### config.mk
export PLATFORM = sky130hd
export DESIGN_NAME = mdio_mgmt_master
export DESIGN_NICKNAME = d
export VERILOG_FILES = /design/src/rtl/mdio_mgmt_master.sv
export SDC_FILE = /design/constraint.sdc
export NUM_CORES = 1
export LEC_CHECK = 0
export BUFFER_PORTS_ARGS = -buffer_cell sky130_fd_sc_hd__clkbuf_2
export CAP_MARGIN = 5
export CELL_PAD_IN_SITES_DETAIL_PLACEMENT = 1
export CELL_PAD_IN_SITES_GLOBAL_PLACEMENT = 1
export CORE_ASPECT_RATIO = 0.9
export CORE_MARGIN = 5
export CORE_UTILIZATION = 38
export CTS_BUF_LIST = sky130_fd_sc_hd__clkbuf_8
export DETAILED_ROUTE_END_ITERATION = 16
export MAX_ROUTING_LAYER = met4
export PLACE_DENSITY = 0.76
export SLEW_MARGIN = 30
export SYNTH_ARGS = -nofsm -noshare
export SYNTH_HDL_FRONTEND = slang
export SYNTH_SLANG_ARGS = --single-unit
export TNS_END_PERCENT = 30
### constraint.sdc
create_clock -name clk -period 2.15 [get_ports clk]
set_clock_uncertainty 0.05 [all_clocks]
set_input_delay 0.215 -clock clk [delete_from_list [all_inputs] [get_ports clk]]
set_output_delay 0.215 -clock clk [all_outputs]
set_load 0.05 [all_outputs]
### src/rtl/mdio_mgmt_master.sv
module mdio_mgmt_master #(
  parameter logic [7:0] RESET_PHASE = 8'd1
) (
  input  logic        clk,
  input  logic        rst_n,
  input  logic        bus_wr,
  input  logic [5:0]  bus_addr,
  input  logic [63:0] bus_wdata,
  output logic [63:0] bus_rdata,
  input  logic        mdio_i,
  output logic        mdc,
  output logic        mdio_o,
  output logic        mdio_oe
);
  localparam logic [5:0] OFF_CMD = 6'h00;
  localparam logic [5:0] OFF_WD  = 6'h08;
  localparam logic [5:0] OFF_RD  = 6'h10;
  localparam logic [5:0] OFF_CFG = 6'h18;
  localparam logic [5:0] OFF_EN  = 6'h20;

  logic [7:0]  phase_q;
  logic        pre_q, c45_q, en_q;
  logic [15:0] wdat_q, rdat_q;
  logic [11:0] cmd_q;
  logic        busy, mdc_q, is_read, rd_valid, wr_valid, ta_ok;
  logic [7:0]  div_q;
  logic [6:0]  rem_q;
  logic [63:0] sh_q;

  wire cmd_wr = bus_wr && bus_addr == OFF_CMD;
  wire launch = cmd_wr && en_q && !busy;
  wire tick   = busy && div_q == phase_q;
  wire rise   = tick && !mdc_q;
  wire fall   = tick && mdc_q;
  wire last   = fall && rem_q == 7'd1;
  wire [31:0] frame = {c45_q ? 2'b00 : 2'b01, bus_wdata[17:16], bus_wdata[12:8],
                       bus_wdata[4:0], bus_wdata[17] ? 2'b11 : 2'b10, wdat_q};
  wire unused_bits = ^{bus_wdata[63:25], bus_wdata[23:18]};

  always_ff @(posedge clk) begin
    if (!rst_n) begin
      phase_q <= RESET_PHASE;
      pre_q   <= 1'b1;
      c45_q   <= 1'b0;
      en_q    <= 1'b0;
      wdat_q  <= '0;
    end else if (bus_wr) begin
      case (bus_addr)
        OFF_WD:  wdat_q <= bus_wdata[15:0];
        OFF_CFG: begin
          phase_q <= bus_wdata[7:0];
          pre_q   <= bus_wdata[12];
          c45_q   <= bus_wdata[24];
        end
        OFF_EN:  en_q <= bus_wdata[0];
        default: ;
      endcase
    end
  end

  always_ff @(posedge clk) begin
    if (!rst_n) begin
      busy     <= 1'b0;
      mdc_q    <= 1'b0;
      div_q    <= '0;
      rem_q    <= '0;
      sh_q     <= '0;
      is_read  <= 1'b0;
      cmd_q    <= '0;
      rdat_q   <= '0;
      rd_valid <= 1'b0;
      wr_valid <= 1'b0;
      ta_ok    <= 1'b0;
    end else if (launch) begin
      busy     <= 1'b1;
      mdc_q    <= 1'b0;
      div_q    <= '0;
      rem_q    <= pre_q ? 7'd64 : 7'd32;
      sh_q     <= pre_q ? {32'hFFFF_FFFF, frame} : {frame, 32'h0};
      is_read  <= bus_wdata[17];
      cmd_q    <= {bus_wdata[17:16], bus_wdata[12:8], bus_wdata[4:0]};
      rd_valid <= 1'b0;
      wr_valid <= 1'b0;
      ta_ok    <= 1'b0;
    end else if (busy) begin
      if (tick) begin
        div_q <= '0;
        mdc_q <= ~mdc_q;
      end else begin
        div_q <= div_q + 8'd1;
      end
      if (rise && is_read && rem_q == 7'd17) ta_ok <= ~mdio_i;
      if (rise && is_read && rem_q <= 7'd16) rdat_q <= {rdat_q[14:0], mdio_i};
      if (last) begin
        busy     <= 1'b0;
        rd_valid <= is_read & ta_ok;
        wr_valid <= ~is_read;
      end else if (fall) begin
        rem_q <= rem_q - 7'd1;
        sh_q  <= {sh_q[62:0], 1'b0};
      end
    end
  end

  assign mdc     = mdc_q;
  assign mdio_oe = busy && !(is_read && rem_q <= 7'd18);
  assign mdio_o  = mdio_oe & sh_q[63];

  always_comb begin
    case (bus_addr)
      OFF_CMD: bus_rdata = {46'b0, cmd_q[11:10], 3'b0, cmd_q[9:5], 3'b0, cmd_q[4:0]};
      OFF_WD:  bus_rdata = {46'b0, busy, wr_valid, wdat_q};
      OFF_RD:  bus_rdata = {46'b0, busy, rd_valid, rdat_q};
      OFF_CFG: bus_rdata = {39'b0, c45_q, 11'b0, pre_q, 4'b0, phase_q};
      OFF_EN:  bus_rdata = {63'b0, en_q};
      default: bus_rdata = {63'b0, unused_bits & 1'b0};
    endcase
  end
endmodule


# After elaboration in Yosys (flattened, before gate mapping)
# Cells that the tools add are included.
dict set report word_totals {
  regBits 140
  latch_bits 0
  ramBits 0
  romBits 0
  inputBits 74
  wordCells 79
  memories 0
}
dict set report op_classes {
  n_addsub 2
  mul 0
  div 0
  order_cmp 2
  eq_ne 8
  shift 0
  muxes 17
  bitwise_logic 7
  reduce_logical 27
}
# operator count
set ops {}
lappend ops {{64-bit 2-to-1 mux} 5}
lappend ops {{25-bit case mux with 5 select lines} 1}
lappend ops {{7-bit 2-to-1 mux} 5}
lappend ops {{7-bit by 5-bit <= comparator with 1-bit output, second input constant} 2}
lappend ops {{6-bit by 5-bit == test with 1-bit output, second input constant} 2}
lappend ops {{1-bit logical AND} 12}
lappend ops {{2-bit AND reduction} 6}
lappend ops {{8-bit by 1-bit adder with 8-bit output, second input constant} 1}
lappend ops {{8-bit == test} 1}
lappend ops {{8-bit 2-to-1 mux} 1}
lappend ops {{7-bit by 1-bit == test with 1-bit output, second input constant} 1}
lappend ops {{7-bit by 5-bit == test with 1-bit output, second input constant} 1}
lappend ops {{7-bit by 1-bit subtractor with 7-bit output, second input constant} 1}
lappend ops {{6-bit by 4-bit == test with 1-bit output, second input constant} 1}
lappend ops {{6-bit == test, second input constant} 1}
lappend ops {{6-bit logical NOT} 1}
lappend ops {{3-bit AND reduction} 2}
lappend ops {{1-bit 2-to-1 mux} 5}
lappend ops {{1-bit NOT} 5}
lappend ops {{2-bit nonzero test} 2}
lappend ops {{1-bit logical NOT} 3}
lappend ops {{1-bit bitwise AND} 2}
lappend ops {{2-bit inequality test, second input constant} 1}
lappend ops {{2-bit OR reduction} 1}

# Longest topological paths before layout
dict set report depth {
  depth_word 7
  ltp_mapped 10
  mapped_depth_nobuf 7
}

# Least setup slack after synthesis
# Ideal clock, no wire load.
dict set report synth_path {
  path_kind {input -> output}
  startpoint {input bus_addr[2]}
  endpoint {output bus_rdata[5]}
  arrival_time_ps 2112
  t_required_ps 1885
  slack_ps -227
  cell_stages 5
  path_buffers 1
  cell_sequence {or4_1 nor3b_2 clkbuf_1 nand2_1 o21ai_0}
}
dict set report synth_between {
  elab_chain_len 2
}
# element line
set synth_lines {}
lappend synth_lines {{start, declared} 7} ;# input logic [5:0] bus_addr,
lappend synth_lines {{6-bit == test (tied with other cells)} 110} ;# case (bus_addr)
lappend synth_lines {{25-bit case mux with 5 select lines *} 110}
lappend synth_lines {{end, declared} 9} ;# output logic [63:0] bus_rdata,
# Mark *: on every way between the ends. The rest lies on a longest branch, timed or not.

# Worst setup path in the final report
dict set report layout_path {
  startpoint {register rem_q[1]}
  endpoint {register rem_q[3]}
}
dict set report layout_between {
  elab_chain_len 5
}
# element line
set layout_lines {}
lappend layout_lines {{start, declared} 27} ;# logic [6:0] rem_q;
lappend layout_lines {{start signal, assigned} 78} ;# rem_q <= pre_q ? 7'd64 : 7'd32;
lappend layout_lines {{start signal, assigned} 99} ;# rem_q <= rem_q - 7'd1;
lappend layout_lines {{7-bit by 1-bit subtractor with 7-bit output} 99}
lappend layout_lines {{7-bit 2-to-1 mux} 98} ;# end else if (fall) begin
lappend layout_lines {{7-bit 2-to-1 mux} 94} ;# if (last) begin
lappend layout_lines {{7-bit 2-to-1 mux} 85} ;# end else if (busy) begin
lappend layout_lines {{7-bit 2-to-1 mux} 74} ;# end else if (launch) begin
# Parallel ways exist; a longest one is shown, timed or not. The select of a mux whose other input is x is not followed.
# A chain may end at the register's enable or synchronous reset.

==> summary.md <==
| Metric | Value |
|---|---|
| Initial Util | 38.7% |
| Io pins | 141 |
| Hold slack final | -0.000432 ns |
| Setup TNS | -1.28 ns |
| Final std cells w/o fill | 1088 |
| Fin nets | 943 |
| CTS Sinks | 139 |
| Die height | 135 um |
| Dominant synthesized flop cell | dfxtp_1 |
| CTS tree | built |
| Core Rows | 45 |
| Gr usage total | 20.8% |
| Worst skew pair latency | 0.48 ns |
| Pwr Density | 620 nW/um^2 |
| Post-layout power | 5.24 mW |
| Clk root buf | clkbuf_8 |
| Layout filler cell count | 1955 |
| First-pass GRT wire length | 32200 um |
| Fmax | 446 MHz |
| Vias per inst | 5.47 |
| Worst Hold Class | in2reg |
| Cell area after placement | 7570 sq um |
| Worst path slowest cell | or4_4 |
| P_leak | 3.69 nW |
| Gp weighted congestion | 0.803 |
| CP required | 2.50 ns |
| Least-Margin Pin Slew | 0.609 ns |
| Commonest non-fill, non-tap cell in the layout | dfxtp_1 |
| Clk pin slew, worst setup/hold paths | 0.08 ns |
| CTS Buf Count | 17 |
| Die footprint | 20000 sq um |
| Initial antenna violation count | 0 |
| DPL Wire Length | 13700 um |
| I/O Buffers | 50 |
| Post-Syn Area | 6550 sq um |
| Area grow syn2layout | 29.2% |
| Crit end category | flip-flop |
| Longest Clk Path Bufs | 2 |
| Drt first pass iters | 4 |
| Layout cells sized above 1 | 23.7% |
| Failing checks | negative hold slack, negative setup slack |
| Vias in the first global route | 6068 |
| Vias | 5954 |
| CP Cell Sequence | inv_4 -> ha_4 -> or4b_4 -> o21ai_4 -> or4_4 -> or4_1 -> a21oi_1 |
| Antenna Nets Post-Route | 0 |
| Flops & latches, synth | 139 |
| Core Box Area | 16900 sq um |
| Slew Viols, Final | 0 |
| RSZ-0062 raised after global routing | yes |
| CTS H-Tree Depth | 4 |
| CP top delay family | simple AND/OR/NAND/NOR gates |
| P_sw | 1.41 mW |
| Post-Layout Inst Area | 8460 sq um |
| Post-synthesis cell count | 768 |
| Largest net degree at the start of global routing | 61 |
| Setup-failing EPs final | 38 |
| Number of DRC markers in iteration 0 | 360 |
| Final Util | 50.1% |
| Number of enable flip-flop cells after synthesis | 0 |
| P_int | 3.83 mW |
| Critical path startpoint category | flip-flop |
| Final wirelength | 20700 um |
| Outcome | complete, but fails checks |
| Fin crit share | 104% |
| Syn avg cell area | 8.52 sq um |
| Pre-CTS setup slack | -0.289 ns |
| Clock power frac | 43.9% |
| Tmin final | 2.24 ns |
| WL/cell | 19.0 um |
| VDD IR max | 0.411 mV |
| Combinational group share of total power | 7.0% |
| Placed Cells incl. Taps | 1038 |
| Netlist cell types | 48 |
| FFs w/ async S/R, synth | 0% |
| Post-synthesis sequential area ratio | 42.5% |
| DRC | 0 |
| CP peak stage delay | 0.59 ns |
| Die extent in x | 148 um |
| ANT cells | 0 |
| Largest fanout on the critical path | 5 |
| Setup slack after layout | -0.0935 ns |
| Grt ovf | 0 |
| Most frequent cells in the layout | dfxtp_1 (131), nand2_1 (106), a21oi_1 (78) |
| Max-cap violations | 0 |
| Worst setup path class | reg2reg |
| Final Hold Viols | 1 |
| CP Buf/Inv Count | 1 |
| Reg power frac | 49.1% |
| YS warnings | 0 |
| Sw Ratio | 27.0% |
| Slew margin rel. | 59.0% |
| CP Data Arrival Time | 2.59 ns |
## state kept, by name, summed over array words and instances, names as in the netlist
name      cells
en_q          1
mdc           1
cmd_q        12
wdat_q       16
div_q         8
ta_ok         1
wr_valid      1
rdat_q       16
rem_q         7
sh_q         64
c45_q         1
pre_q         1
rd_valid      1
phase_q       8
busy          1
## kinds of logic after synthesis
logic type | synth area share [%]
AOI/OAI and AO/OA | 16.3
xor gates and xnor gates | 2.26
adders and majority gates | 0.765
buffers and inverters | 9.54
DFF | 42.5
muxes | 11.5
other | 0.0573
and+or+nand+nor | 17.1
## repair_timing
action	CTS	global route
gates resized for setup	18	34
endpoints found under the hold margin	20	0
endpoints found under the setup margin	94	77
cloned	2	3
pin swaps	6	41
buffers inserted	0	1
hold buffers	13	0
## worst register-to-register path, cell delays in order, from the launching register on
cell and delay (ns):
dfxtp_2 0.36, inv_4 0.05, ha_4 0.15, or4b_4 0.21
o21ai_4 0.07, or4_4 0.59, or4_1 0.54, a21oi_1 0.14
## power by group through the flow
stage | logic (mW) | registers [mW] | clock network (mW)
6_report | 0.368 | 2.57 | 2.30
5_1_grt | 0.387 | 2.57 | 2.43
4_1_cts | 0.363 | 2.57 | 2.33
3_5_place_dp | 0.341 | 2.64 | 0
3_3_place_gp | 0.338 | 2.64 | 0
2_1_floorplan | 0.306 | 2.63 | 0
## synthesized netlist by cell type (8+ instances only)
| master | number | area, sq um |
|---|---|---|
| a211oi_1 | 27 | 203 |
| a21oi_1 | 79 | 395 |
| a22oi_1 | 10 | 75.1 |
| a31oi_1 | 8 | 50.1 |
| buf_2 | 13 | 65.1 |
| buf_4 | 50 | 375 |
| clkbuf_1 | 40 | 150 |
| dfxtp_1 | 139 | 2780 |
| mux2i_1 | 74 | 741 |
| nand2_1 | 106 | 398 |
| nand3_1 | 10 | 50.1 |
| nor2_1 | 38 | 143 |
| nor3_1 | 43 | 215 |
| o21ai_0 | 42 | 210 |
| xnor2_1 | 10 | 87.6 |
## layer usage
| layer | part of all wire [%] | up-vias | GRT usage (%) |
|---|---|---|---|
| met5 | 0 | - | - |
| li1 | - | 2815 | - |
| met2 | 49 | 124 | 33.7 |
| met1 | 45 | 2981 | 26.3 |
| met4 | 2.1 | 0 | 7.39 |
| met3 | 3.9 | 34 | 3.69 |
## layout make-up
cell class                      count  area [sq um]  share of cell area, %
Sequential cell                   139          2800                   33.1
Clock inverter                     13           168                   1.98
Timing Repair Buffer              138          1430                   16.9
Tap cell                          211           264                   3.12
Multi-Input combinational cell    562          3520                   41.6
Clock buffer                       18           248                   2.93
Inverter                            7          31.3                  0.370
## final timing paths
| path | startpoint | endpoint | slack (ns) | cells after the start |
|---|---|---|---|---|
| worst min-delay path | rst_n | phase_q[0] | -0.0004 | 2 |
| worst max-delay path | rem_q[1] | rem_q[3] | -0.09 | 7 |
| worst min register to register | cmd_q[6] | cmd_q[6] | 0.41 | 2 |
| worst max register to register | rem_q[1] | rem_q[3] | -0.09 | 7 |
Power figures use the tool's default switching activity.
